--- config.mk ---
export PLATFORM = sky130hd
export DESIGN_NAME = trap_entry_seq
export DESIGN_NICKNAME = d
export VERILOG_FILES = /design/src/rtl/trap_seq_pkg.sv /design/src/rtl/trap_seq_route.sv /design/src/rtl/trap_seq_status.sv /design/src/rtl/trap_seq_target.sv /design/src/rtl/trap_entry_seq.sv
export SDC_FILE = /design/constraint.sdc
export NUM_CORES = 1
export LEC_CHECK = 0
export ABC_AREA = 1
export BUFFER_PORTS_ARGS = -buffer_cell sky130_fd_sc_hd__buf_2
export CAP_MARGIN = 20
export CELL_PAD_IN_SITES_DETAIL_PLACEMENT = 0
export CELL_PAD_IN_SITES_GLOBAL_PLACEMENT = 1
export CORE_MARGIN = 5
export CORE_UTILIZATION = 32
export CTS_BUF_LIST = sky130_fd_sc_hd__clkbuf_16
export DETAILED_ROUTE_END_ITERATION = 16
export PLACE_DENSITY = 0.83
export SYNTH_ARGS = -nofsm -noshare
export SYNTH_HDL_FRONTEND = slang
export SYNTH_SLANG_ARGS = --single-unit
--- constraint.sdc ---
create_clock -name clk -period 0.9 [get_ports clk]
set_input_delay 0.09 -clock clk [delete_from_list [all_inputs] [get_ports clk]]
set_output_delay 0.09 -clock clk [all_outputs]
set_load 0.05 [all_outputs]
--- src/rtl/trap_seq_pkg.sv ---
package trap_seq_pkg;
   // status word bit positions decoded by neighbouring logic
   localparam int ST_SIE    = 1;
   localparam int ST_MIE    = 3;
   localparam int ST_SPIE   = 5;
   localparam int ST_MPIE   = 7;
   localparam int ST_SPP    = 8;
   localparam int ST_MPP_LO = 11;

   localparam logic [1:0] PRIV_U = 2'd0;
   localparam logic [1:0] PRIV_S = 2'd1;
   localparam logic [1:0] PRIV_M = 2'd3;

   localparam int unsigned CODE_ECALL_U = 8;

   // synchronous causes whose trap value is the faulting address
   function automatic logic carries_addr(input int unsigned code);
      case (code)
         0, 1, 4, 5, 6, 7, 12, 13, 15: return 1'b1;
         default:                      return 1'b0;
      endcase
   endfunction
endpackage

--- src/rtl/trap_seq_route.sv ---
module trap_seq_route
   import trap_seq_pkg::*;
#(
   parameter int XLEN    = 32,
   parameter int CAUSE_W = 6
) (
   input  logic               async_i,
   input  logic [CAUSE_W-1:0] cause_i,
   input  logic [1:0]         priv_i,
   input  logic [XLEN-1:0]    ideleg_i,
   input  logic [XLEN-1:0]    edeleg_i,
   output logic [CAUSE_W-1:0] code_o,
   output logic               to_sup_o
);
   localparam int IDX_W = $clog2(XLEN);
   localparam logic [CAUSE_W:0] LIMIT = (CAUSE_W+1)'(XLEN);

   logic [XLEN-1:0] mask;
   logic            in_range;

   always_comb begin
      code_o = cause_i;
      if (!async_i && cause_i == CAUSE_W'(CODE_ECALL_U))
         code_o = cause_i + {{(CAUSE_W-2){1'b0}}, priv_i};
   end

   assign mask     = async_i ? ideleg_i : edeleg_i;
   assign in_range = {1'b0, code_o} < LIMIT;
   assign to_sup_o = !priv_i[1] && in_range && mask[code_o[IDX_W-1:0]];
endmodule

--- src/rtl/trap_seq_status.sv ---
module trap_seq_status
   import trap_seq_pkg::*;
#(
   parameter int XLEN = 32
) (
   input  logic [XLEN-1:0] status_i,
   input  logic [1:0]      priv_i,
   input  logic            to_sup_i,
   output logic [XLEN-1:0] status_o,
   output logic [1:0]      priv_o
);
   always_comb begin
      status_o = status_i;
      if (to_sup_i) begin
         status_o[ST_SPIE] = status_i[ST_SIE];
         status_o[ST_SPP]  = priv_i[0];
         status_o[ST_SIE]  = 1'b0;
         priv_o            = PRIV_S;
      end else begin
         status_o[ST_MPIE]                = status_i[ST_MIE];
         status_o[ST_MPP_LO+1:ST_MPP_LO]  = priv_i;
         status_o[ST_MIE]                 = 1'b0;
         priv_o                           = PRIV_M;
      end
   end
endmodule

--- src/rtl/trap_seq_target.sv ---
module trap_seq_target
   import trap_seq_pkg::*;
#(
   parameter int XLEN      = 32,
   parameter int CAUSE_W   = 6,
   parameter bit VECTOR_EN = 1'b1
) (
   input  logic               async_i,
   input  logic [CAUSE_W-1:0] code_i,
   input  logic               to_sup_i,
   input  logic [XLEN-1:0]    stvec_i,
   input  logic [XLEN-1:0]    mtvec_i,
   input  logic [XLEN-1:0]    badaddr_i,
   output logic [XLEN-1:0]    pc_o,
   output logic [XLEN-1:0]    tval_o
);
   localparam logic [1:0] MODE_VECTORED = 2'b01;

   logic [XLEN-1:0] tvec;
   logic [XLEN-1:0] base;
   logic [XLEN-1:0] offset;

   assign tvec = to_sup_i ? stvec_i : mtvec_i;
   assign base = {tvec[XLEN-1:2], 2'b00};

   generate
      if (VECTOR_EN) begin : g_vectored
         assign offset = (async_i && tvec[1:0] == MODE_VECTORED)
                       ? ({{(XLEN-CAUSE_W){1'b0}}, code_i} << 2) : '0;
      end else begin : g_direct
         assign offset = '0;
      end
   endgenerate

   assign pc_o   = base + offset;
   assign tval_o = (!async_i && carries_addr(32'(code_i))) ? badaddr_i : '0;
endmodule

--- src/rtl/trap_entry_seq.sv ---
module trap_entry_seq
   import trap_seq_pkg::*;
#(
   parameter int          XLEN      = 32,
   parameter int          CAUSE_W   = 6,
   parameter bit          VECTOR_EN = 1'b1,
   parameter int unsigned RESET_PC  = 32'h0000_1000
) (
   input  logic               clk,
   input  logic               rst_n,
   input  logic               take_i,
   input  logic               async_i,
   input  logic [CAUSE_W-1:0] cause_i,
   input  logic [1:0]         priv_i,
   input  logic [XLEN-1:0]    pc_i,
   input  logic [XLEN-1:0]    badaddr_i,
   input  logic [XLEN-1:0]    ideleg_i,
   input  logic [XLEN-1:0]    edeleg_i,
   input  logic [XLEN-1:0]    status_i,
   input  logic [XLEN-1:0]    stvec_i,
   input  logic [XLEN-1:0]    mtvec_i,
   output logic               sup_wr_o,
   output logic               mach_wr_o,
   output logic [XLEN-1:0]    cause_o,
   output logic [XLEN-1:0]    epc_o,
   output logic [XLEN-1:0]    tval_o,
   output logic [XLEN-1:0]    status_o,
   output logic [XLEN-1:0]    pc_o,
   output logic [1:0]         priv_o
);
   localparam int IDX_W = $clog2(XLEN);

   generate
      if (XLEN != 32 && XLEN != 64) begin : g_bad_xlen
         $error("trap_entry_seq: XLEN must be 32 or 64");
      end
      if (CAUSE_W <= IDX_W || CAUSE_W >= XLEN) begin : g_bad_cause_w
         $error("trap_entry_seq: CAUSE_W must exceed log2(XLEN) and be below XLEN");
      end
   endgenerate

   logic [CAUSE_W-1:0] code;
   logic               to_sup;
   logic [XLEN-1:0]    status_n;
   logic [1:0]         priv_n;
   logic [XLEN-1:0]    pc_n;
   logic [XLEN-1:0]    tval_n;
   logic [XLEN-1:0]    cause_n;

   trap_seq_route #(.XLEN(XLEN), .CAUSE_W(CAUSE_W)) route_i (
      .async_i  (async_i),
      .cause_i  (cause_i),
      .priv_i   (priv_i),
      .ideleg_i (ideleg_i),
      .edeleg_i (edeleg_i),
      .code_o   (code),
      .to_sup_o (to_sup)
   );

   trap_seq_status #(.XLEN(XLEN)) status_i_u (
      .status_i (status_i),
      .priv_i   (priv_i),
      .to_sup_i (to_sup),
      .status_o (status_n),
      .priv_o   (priv_n)
   );

   trap_seq_target #(.XLEN(XLEN), .CAUSE_W(CAUSE_W), .VECTOR_EN(VECTOR_EN)) target_i (
      .async_i   (async_i),
      .code_i    (code),
      .to_sup_i  (to_sup),
      .stvec_i   (stvec_i),
      .mtvec_i   (mtvec_i),
      .badaddr_i (badaddr_i),
      .pc_o      (pc_n),
      .tval_o    (tval_n)
   );

   assign cause_n = {async_i, {(XLEN-1-CAUSE_W){1'b0}}, code};

   always_ff @(posedge clk or negedge rst_n) begin
      if (!rst_n) begin
         sup_wr_o  <= 1'b0;
         mach_wr_o <= 1'b0;
         cause_o   <= '0;
         epc_o     <= '0;
         tval_o    <= '0;
         status_o  <= '0;
         pc_o      <= XLEN'(RESET_PC);
         priv_o    <= PRIV_M;
      end else begin
         sup_wr_o  <= take_i && to_sup;
         mach_wr_o <= take_i && !to_sup;
         if (take_i) begin
            cause_o  <= cause_n;
            epc_o    <= pc_i;
            tval_o   <= tval_n;
            status_o <= status_n;
            pc_o     <= pc_n;
            priv_o   <= priv_n;
         end
      end
   end
endmodule

==> results of run 1 <==
## cell usage after synthesis (4+ instances only)
master / n / share of area (%)
buf_4: 30 / 2.8
buf_2: 13 / 0.80
nand3_1: 72 / 4.4
nor2_1: 74 / 3.4
or2_2: 4 / 0.31
dfrtp_1: 134 / 41
buf_6: 5 / 0.69
o21ai_0: 61 / 3.7
nand2_1: 498 / 23
nor2_2: 16 / 1.2
o211ai_1: 4 / 0.37
xor2_1: 6 / 0.65
nor2_4: 4 / 0.55
nand4_1: 36 / 2.8
clkbuf_1: 33 / 1.5
mux2i_1: 4 / 0.49
inv_2: 5 / 0.23
a21oi_1: 7 / 0.43
a31oi_1: 4 / 0.31
nand2_4: 4 / 0.55
nand2_2: 29 / 2.2
ha_1: 7 / 1.1
inv_1: 77 / 3.5
## flip-flops by register name (all words and copies together) (netlist names)
signal / count
pc_o: 30
epc_o: 32
priv_o: 1
mach_wr_o: 1
sup_wr_o: 1
tval_o: 32
status_o: 32
cause_o: 7
## what timing repair did
action,4_1_cts,5_1_grt
buffers inserted,22,70
gates cloned,3,0
pin swaps,58,41
resized for setup,189,381
setup endpoints to repair,211,211
hold buffers,97,0
endpoints found under the hold margin,231,0
## power groups by stage
stage / clock, W / sequential (W) / combinational, W
detailed placement: 0 / 0.00702 / 0.00626
global route: 0.00705 / 0.00710 / 0.00858
floorplan: 0 / 0.00880 / 0.00214
finish: 0.00667 / 0.00706 / 0.00808
CTS: 0.00677 / 0.00695 / 0.00704
global placement: 0 / 0.00701 / 0.00622
## cell families after synthesis
kind of cell / after synthesis / share of synthesized area (%)
simple gates: 745 / 39.7
buf+inv: 166 / 9.91
flops: 136 / 41.8
compound gates: 86 / 5.70
fa+ha+maj: 9 / 1.57
xor+xnor: 7 / 0.753
mux: 4 / 0.492
other cells: 2 / 0.0922
## path summary, 6_finish.rpt
check,to,slack [ns],cells past startpoint
max in group asynchronous,pc_o[12]$_DFFE_PN1P_,0.25,3
min reg2reg,pc_o[12]$_DFFE_PN1P_,0.49,2
max,pc_o[30]$_DFFE_PN0P_,-2.88,33
min in group asynchronous,epc_o[20]$_DFFE_PN0P_,0.12,2
min,pc_o[23]$_DFFE_PN0P_,0.06,6
max reg2reg,tval_o[7]$_DFFE_PN0P_,-0.01,4
## worst register-to-register path, stage by stage (launching register included)
cell and delay (ns):
dfrtp_1 0.41, buf_4 0.14, buf_4 0.12, nand2_1 0.07, o21ai_2 0.06
## layout make-up
type	count	area (µm²)
fillers	2158	10200
repair buffers	674	5550
multi-input cells	879	4620
flip-flops and latches	136	3410
clock buffers	17	425
well taps	330	413
inverters	83	328
clock inverters	15	130
diodes	1	2.50
## per-stage QoR
| stage | setup TNS, ns | power (W) | util (%) | std cells | hold slack, ns |
|---|---|---|---|---|---|
| detailed placement | -152.13 | 0.0133 | 44.4 | 1918 | -0.00273 |
| global route | -156.09 | 0.0227 | 59.3 | 2135 | 0.0670 |
| finish | -143.50 | 0.0218 | 59.3 | 2135 | 0.0630 |
| floorplan | -129.60 | 0.0109 | - | 1181 | -0.206 |
| CTS | -147.81 | 0.0208 | 53.7 | 2070 | 0.0507 |
| global placement | -147.00 | 0.0132 | 44.4 | 1918 | -0.000104 |
## per-layer routing
| metal | part of all wire, % | vias up | GRT usage [%] | routed length, µm |
|---|---|---|---|---|
| met1 | 39 | 4721 | 27.3 | 14000 |
| met5 | 0 | - | 0 | 0 |
| li1 | - | 4851 | - | - |
| met3 | 6.8 | 101 | 4.36 | 2450 |
| met4 | 4.0 | 0 | 7.49 | 1440 |
| met2 | 50 | 472 | 37.1 | 17900 |
==> metrics.txt, run 1 <==
outcome finished with violations; failing checks negative setup slack; CP max FO 7; Slowest cell on crit path fa_2; NetSw 0.00828 W; WS Path Type input pin to flip-flop; Yosys reg bits 136; Post-route DRC 0; Max IR drop VDD 1.28 mV; Mapped Area 8140 µm²; Pre-Repair DR Iteration Count 6; leakage 7.93 nW; P_int 0.0135 W; initial core utilization 32.4%; Min-Delay Startpoint mtvec_i[23]; most frequent cells in the layout nand2_1 (483), buf_2 (231), buf_4 (173); Max H-tree Level 4; Post-Synthesis Cells 1155; PD cells 1470 nW/µm²; GRT Overall Usage 21.6%; RR Startpoint tval_o[7]$_DFFE_PN0P_; Syn. warnings 0; Syn Area/Cell 7.05 µm²; GRT overflow 0; routed vias/inst 4.75; die width 170 µm; CTS clk-pin slew, worst paths 0.06 ns; clock power share 30.6%; largest net degree at the start of global routing 63; initial antenna violation count 1; Tcrit/Tclk final 420%; crit path buf inv count 7; Top delay family on crit path simple AND/OR/NAND/NOR gates; Detail Placement HPWL 23400 µm; Slew Limit Fails 0; final WL 35900 µm; Sequential Power Share 32.4%; ANT nets after route 0; dpl ws -3.50 ns; fmax 264 MHz; total of max-cap violations 0; Final Hold Violating Endpoints 0; Placeable Area 25100 µm²; Area growth, synth to finish 82.8%; Clock Skew 0 ns; die height 170 µm; ratio of cells with drive above 1 in the final layout 43.8%; FFs w/ async S/R, synth 100%; TritonCTS clock tree built; gpl congestion 0.830; Final #Nets 2036; Clk Tree Root Cell clkbuf_16; Top FF cell, synth dfrtp_1; fin area 14900 µm²; CP startpoint cause_i[0]; WP data arrival 4.10 ns; unrepaired setup endpoints after global routing true; vias post-DR 10100; Worst setup SP type input pin; CTS Buf Count 17; Crit. End Element flip-flop; DR WL/cell 16.8 µm; number of top-level pins 400; crit-path max cell delay 0.52 ns; combinational power share 37.0%; vias in the first global route 9657; CP required 1.21 ns; Hold WC Path Type input pin to flip-flop; number of synthesized flops with an enable pin 0; CTS Sinks 136; global-route wire length before repair 50200 µm; DIE AREA 28700 µm²; row cnt 58; Netlist cell types 39; IO buf count 371; switching share of power 38.0%; Clk Latency, worst-skew pair 0.42 ns; DRT iter0 DRCs 755; most common cell after layout, fill and taps aside nand2_1; minimum clock period 3.78 ns; register area share after synthesis 41.8%; final worst slack -2.88 ns; clk buf depth 2; final setup fails 210; placed cell area 11200 µm²
Power figures use the tool's default switching activity.
==> run 2: changes to the inputs <==
Settings changed: CELL_PAD_IN_SITES_DETAIL_PLACEMENT 0 to not set, CELL_PAD_IN_SITES_GLOBAL_PLACEMENT 1 to not set, CORE_AREA set to 5 5 150 152, CORE_MARGIN 5 to not set, CORE_UTILIZATION 32 to not set, DIE_AREA set to 0 0 155 157, PLACE_DENSITY 0.83 to 0.71.
==> run 2 against run 1 <==
Compared with the run above: the run still ends with negative setup slack left; non-clock buffer count up 30; clock skew unchanged; design area up 2.1%; clock power up 4.3%; flip-flop and latch count unchanged; cell count down 1.1%; die area down 15%; critical path depth down 3; largest cell class unchanged; combinational power up 5.7%; critical endpoint is now pc_o[20]$_DFFE_PN0P_; global-route usage up 7.7 points.
==> metrics.txt, run 2 (same netlist as run 1, synthesis figures left out) <==
Post-route DRC 0 (unchanged); CP startpoint priv_i[0]; Final #Nets 2066 (+1.5%); global-route wire length before repair 56300 µm (+12%); CP max FO 4 (-3); DR WL/cell 19.5 µm (+16%); row cnt 53 (-8.6%); GRT Overall Usage 29.4% (+7.7 points); number of top-level pins 400 (unchanged); CTS Buf Count 17 (unchanged); leakage 8.14 nW (+2.6%); Min-Delay Startpoint cause_i[5]; Crit. End Element flip-flop; Clk Tree Root Cell clkbuf_16; TritonCTS clock tree built; CTS clk-pin slew, worst paths 0.06 ns (about the same); Hold WC Path Type input pin to flip-flop; RR Startpoint tval_o[7]$_DFFE_PN0P_; switching share of power 37.3% (-0.61 points); WP data arrival 4.33 ns (+0.23 ns); total of max-cap violations 0 (unchanged); Area growth, synth to finish 86.6%; Worst setup SP type input pin; fmax 252 MHz (-4.8%); Max H-tree Level 4 (unchanged); final worst slack -3.07 ns (-0.189 ns); placed cell area 11100 µm² (-0.80%); clk buf depth 2 (unchanged); gpl congestion 0.911 (+9.8%); clock power share 30.8% (+0.2 points); non-filler instance count after layout 2112 (-1.1%); largest net degree at the start of global routing 62 (-1.6%); Final Hold Violating Endpoints 0 (unchanged); GRT overflow 0 (unchanged); Detail Placement HPWL 23300 µm (-0.80%); initial antenna violation count 4 (+3); CP required 1.26 ns (+0.05 ns); ratio of cells with drive above 1 in the final layout 44.9% (+1.0 points); P_int 0.0142 W (+4.7%); Top Registers epc_o x32, status_o x32, tval_o x32; ANT nets after route 0 (unchanged); final setup fails 214 (+1.9%); Pre-Repair DR Iteration Count 6 (unchanged); Placeable Area 20900 µm² (-17%); unrepaired setup endpoints after global routing true; initial core utilization 39.0% (+6.6 points); crit-path max cell delay 0.46 ns (-0.06 ns); CTS Sinks 136 (unchanged); Tcrit/Tclk final 441% (+21 points); vias post-DR 10800 (+6.9%); dpl cells 1862 (-2.9%); failing checks negative setup slack; Max IR drop VDD 1.30 mV (+1.5%); combinational power share 37.8% (+0.8 points); DRT iter0 DRCs 971 (+29%); IO buf count 371 (unchanged); # fillers 1419 (-34%); routed vias/inst 5.13 (+8.0%); Clock Skew 0 ns (unchanged); outcome finished with violations; Slowest cell on crit path fa_2; NetSw 0.00844 W (+2.0%); Sequential Power Share 31.4% (-1.0 points); fin area 15200 µm² (+2.1%); final WL 41300 µm (+15%); vias in the first global route 10300 (+7.1%); most frequent cells in the layout nand2_1 (486), buf_2 (231), buf_4 (199); die height 157 µm (-7.4%); Slew Limit Fails 0 (unchanged); Clk Latency, worst-skew pair 0.42 ns (about the same); DIE AREA 24300 µm² (-15%); PD cells 1490 nW/µm² (+1.5%); WS Path Type input pin to flip-flop; die width 155 µm (-8.6%); minimum clock period 3.97 ns (+0.189 ns); most common cell after layout, fill and taps aside nand2_1
run 2: worst max-delay path, delay by kind of cell:
kind	cells	cell delay [ns]
AO/OA/AOI/OAI	5	0.80
adder cells (fa/ha/maj)	3	1.02
buffers and inverters	5	0.52
AND/OR/NAND/NOR	17	1.89
run 2: what timing repair did:
| item | in CTS | in global routing |
|---|---|---|
| setup buffers | 58 | 69 |
| hold buffers | 97 | 0 |
| hold endpoints to repair | 232 | 0 |
| pin swaps | 50 | 65 |
| gates resized for setup | 406 | 85 |
| endpoints found under the setup margin | 210 | 211 |
| gates cloned | 3 | 2 |
run 2: cell type report:
cell class / count / area, µm² / share of cell area [%]
clock buffer: 17 / 425 / 2.80
tap: 275 / 344 / 2.26
multi-input combinational: 879 / 4700 / 30.9
antenna: 3 / 7.51 / 0.0494
clock inverter: 15 / 153 / 1.00
inverter: 83 / 325 / 2.14
timing repair buffer: 704 / 5840 / 38.4
sequential: 136 / 3410 / 22.4
run 2: worst paths after layout:
check	slack, ns	end	depth (start not counted)
worst max-delay path	-3.07	pc_o[20]$_DFFE_PN0P_	30
worst min-delay path	0.09	cause_o[5]$_DFFE_PN0P_	4
worst max register to register	-0.26	tval_o[7]$_DFFE_PN0P_	4
worst min register to register	0.50	status_o[24]$_DFFE_PN0P_	2
max in group asynchronous	0.17	tval_o[31]$_DFFE_PN0P_	3
min in group asynchronous	0.17	tval_o[26]$_DFFE_PN0P_	2
run 2: metal layers:
layer / routed length [µm] / track usage, % / vias up / part of all wire [%]
met1: 15200 / 34.6 / 5017 / 37
met3: 3790 / 7.18 / 182 / 9.2
met2: 19700 / 49.1 / 742 / 48
li1: - / - / 4895 / -
met4: 2580 / 16.8 / 4 / 6.2
met5: 28 / 0 / - / 0.068
run 2: power by group through the flow:
stage	logic (W)	clock network, W	registers [W]
floorplan	0.00214	0	0.00880
global placement	0.00618	0	0.00700
detailed placement	0.00621	0	0.00703
CTS	0.00768	0.00693	0.00704
global route	0.00895	0.00730	0.00714
finish	0.00854	0.00696	0.00710
run 2: through the flow:
step	worst slack (ns)	total power (W)	hold WS (ns)	TNS [ns]	utilization, %
detailed placement	-3.51	0.0132	0.00820	-154.33	53.0
finish	-3.07	0.0226	0.0879	-149.96	72.7
global route	-3.33	0.0234	0.0877	-163.33	72.7
floorplan	-3.36	0.0109	-0.206	-129.60	-
global placement	-3.40	0.0132	0.00229	-150.19	53.0
CTS	-2.88	0.0217	0.0524	-141.66	68.9
==> run 3: changes to the inputs <==
Settings changed: CORE_AREA 5 5 150 152 to 8 8 149 151, DIE_AREA 0 0 155 157 to 0 0 157 159, PLACE_DENSITY 0.71 to 0.74.
==> run 3 against run 2 <==
Compared with the run above: the run still ends with negative setup slack left; core utilization rose by 3.4 points; die area rose by 2.6%; clock-buffer cell count did not move; critical path type unchanged; largest power group unchanged.
==> metrics.txt, run 3 (same netlist as run 1, synthesis figures left out) <==
outcome finished with violations; failing checks negative setup slack; PD cells 1510 nW/µm² (+1.8%); Clk Latency, worst-skew pair 0.41 ns (about the same); CP required 1.25 ns (about the same); Setup TNS -143.17 ns (+6.78 ns); final setup fails 215 (+0.47%); Max IR drop VDD 1.07 mV (-18%); most common cell after layout, fill and taps aside nand2_1; initial core utilization 41.0% (+2.1 points); final worst slack -3.10 ns (-0.0300 ns); GRT met3 Usage 7.14% (-0.037 points); CP max FO 4 (unchanged); final WL 44500 µm (+7.7%); CTS clk-pin slew, worst paths 0.08 ns (+0.02 ns); WP data arrival 4.35 ns (+0.02 ns); Pre-Repair DR Iteration Count 6 (unchanged); Clk Tree Root Cell clkbuf_16; register area 3410 µm² (unchanged); Slew Limit Fails 0 (unchanged); met1 Use GR 34.4% (-0.20 points); number of top-level pins 400 (unchanged); Tcrit/Tclk final 445% (+3.3 points); leakage 8.04 nW (-1.3%); grt peak-use layer met2; Slowest cell on crit path fa_2; Hold WC Path Type input pin to async pin; CP startpoint cause_i[0]; minimum clock period 4.00 ns (+0.0300 ns); final core occ 76.1% (+3.4 points); Worst setup SP type input pin; RR Startpoint tval_o[0]$_DFFE_PN0P_; Final #Nets 2051 (-0.73%); total of max-cap violations 0 (unchanged); unrepaired setup endpoints after global routing true; GR Layer Usage met2 50.9% (+1.9 points); TritonCTS clock tree built; ANT nets after route 0 (unchanged); Top Registers epc_o x32, status_o x32, tval_o x32; DRT iter0 DRCs 926 (-4.6%); Area growth, synth to finish 85.4%; global-route wire length before repair 59800 µm (+6.3%); GRT overflow 0 (unchanged); GRT Overall Usage 30.5% (+1.2 points); Post-route DRC 0 (unchanged); vias post-DR 11100 (+2.5%); # fillers 1267 (-11%); DR WL/cell 21.3 µm (+8.8%); clk buf depth 2 (unchanged); dpl ws -3.59 ns (-0.0886 ns); most used cell, CP nand2_4; vias in the first global route 10900 (+5.7%); row cnt 52 (-1.9%); routed vias/inst 5.31 (+3.5%); Crit. End Element flip-flop; multi-input logic area 4820 µm² (+2.7%); Max H-tree Level 4 (unchanged); ratio of cells with drive above 1 in the final layout 45.1% (+0.21 points); Placeable Area 19800 µm² (-5.0%); die width 157 µm (+1.3%); initial antenna violation count 3 (-1); Clock Skew 0 ns (unchanged); Final Hold Violating Endpoints 0 (unchanged); WS Path Type input pin to flip-flop; most frequent cells in the layout nand2_1 (475), buf_2 (231), buf_4 (193); largest net degree at the start of global routing 75 (+21%); Hold Slack 0.0220 ns (-0.0659 ns); Detail Placement HPWL 24200 µm (+4.2%); DIE AREA 25000 µm² (+2.6%); IO buf count 371 (unchanged); CTS Buf Count 17 (unchanged); crit-path max cell delay 0.41 ns (-0.05 ns); Top delay family on crit path simple AND/OR/NAND/NOR gates; crit path buf inv count 7 (+2); CTS Sinks 136 (unchanged); gpl congestion 0.902 (-1.1%); fmax 250 MHz (-0.75%); die height 159 µm (+1.3%); post-route total power 0.0229 W (+1.2%)
run 3: cell count changes in the layout (fill, tap and decap cells not counted), moves of 3 or more:
cell | before | now
buf_12 | 17 | 12
buf_4 | 199 | 193
nand2_1 | 486 | 475
nand2_2 | 32 | 43
nand3_2 | 21 | 24
nor2_2 | 16 | 10
nor2_4 | 16 | 21
o21ai_0 | 12 | 9
o21ai_2 | 30 | 27
o21ai_4 | 10 | 14
run 3: where the power goes:
part	internal, W	total (W)	switching [W]	leakage (nW)
Combinational	0.00334	0.00852	0.00518	6.05
Clock	0.00416	0.00723	0.00307	0.283
Sequential	0.00663	0.00712	0.000497	1.71
Total	0.0141	0.0229	0.00874	8.04
run 3: layout make-up:
class                           count  share of cell area (%)
Timing Repair Buffer              689                    37.2
Multi-Input combinational cell    879                    31.9
Sequential cell                   136                    22.6
Clock buffer                       17                    2.82
Tap cell                          270                    2.24
Inverter                           83                    2.14
Clock inverter                     15                    1.12
Antenna cell                        2                  0.0331
run 3: what timing repair did:
| item | 4_1_cts | 5_1_grt |
|---|---|---|
| setup buffers | 51 | 69 |
| setup endpoints to repair | 210 | 211 |
| endpoints found under the hold margin | 232 | 0 |
| resized for setup | 417 | 88 |
| gates cloned | 3 | 0 |
| pin swaps | 52 | 53 |
| hold buffers | 98 | 0 |
run 3: metal layers:
metal	share of wire (%)	wire length, µm
met1	35	15700
met5	0	0
met3	10	4460
met4	7.0	3110
met2	48	21200
run 3: worst paths after layout:
| kind | to | slack [ns] | cells after the start |
|---|---|---|---|
| max reg2reg | tval_o[0]$_DFFE_PN0P_ | -0.14 | 3 |
| min | epc_o[7]$_DFFE_PN0P_ | 0.02 | 2 |
| min in group clk | status_o[12]$_DFFE_PN0P_ | 0.10 | 4 |
| min reg2reg | epc_o[5]$_DFFE_PN0P_ | 0.50 | 2 |
| max in group asynchronous | pc_o[12]$_DFFE_PN1P_ | 0.27 | 3 |
| max | pc_o[20]$_DFFE_PN0P_ | -3.10 | 32 |
run 3: metrics by stage:
stage | cell area (µm²) | instances
final | 15100 | 2091
after global routing | 15100 | 2091
after CTS | 14300 | 2030
after detailed placement | 11000 | 1850
after global placement | 11000 | 1850
after floorplan | 8330 | 1181
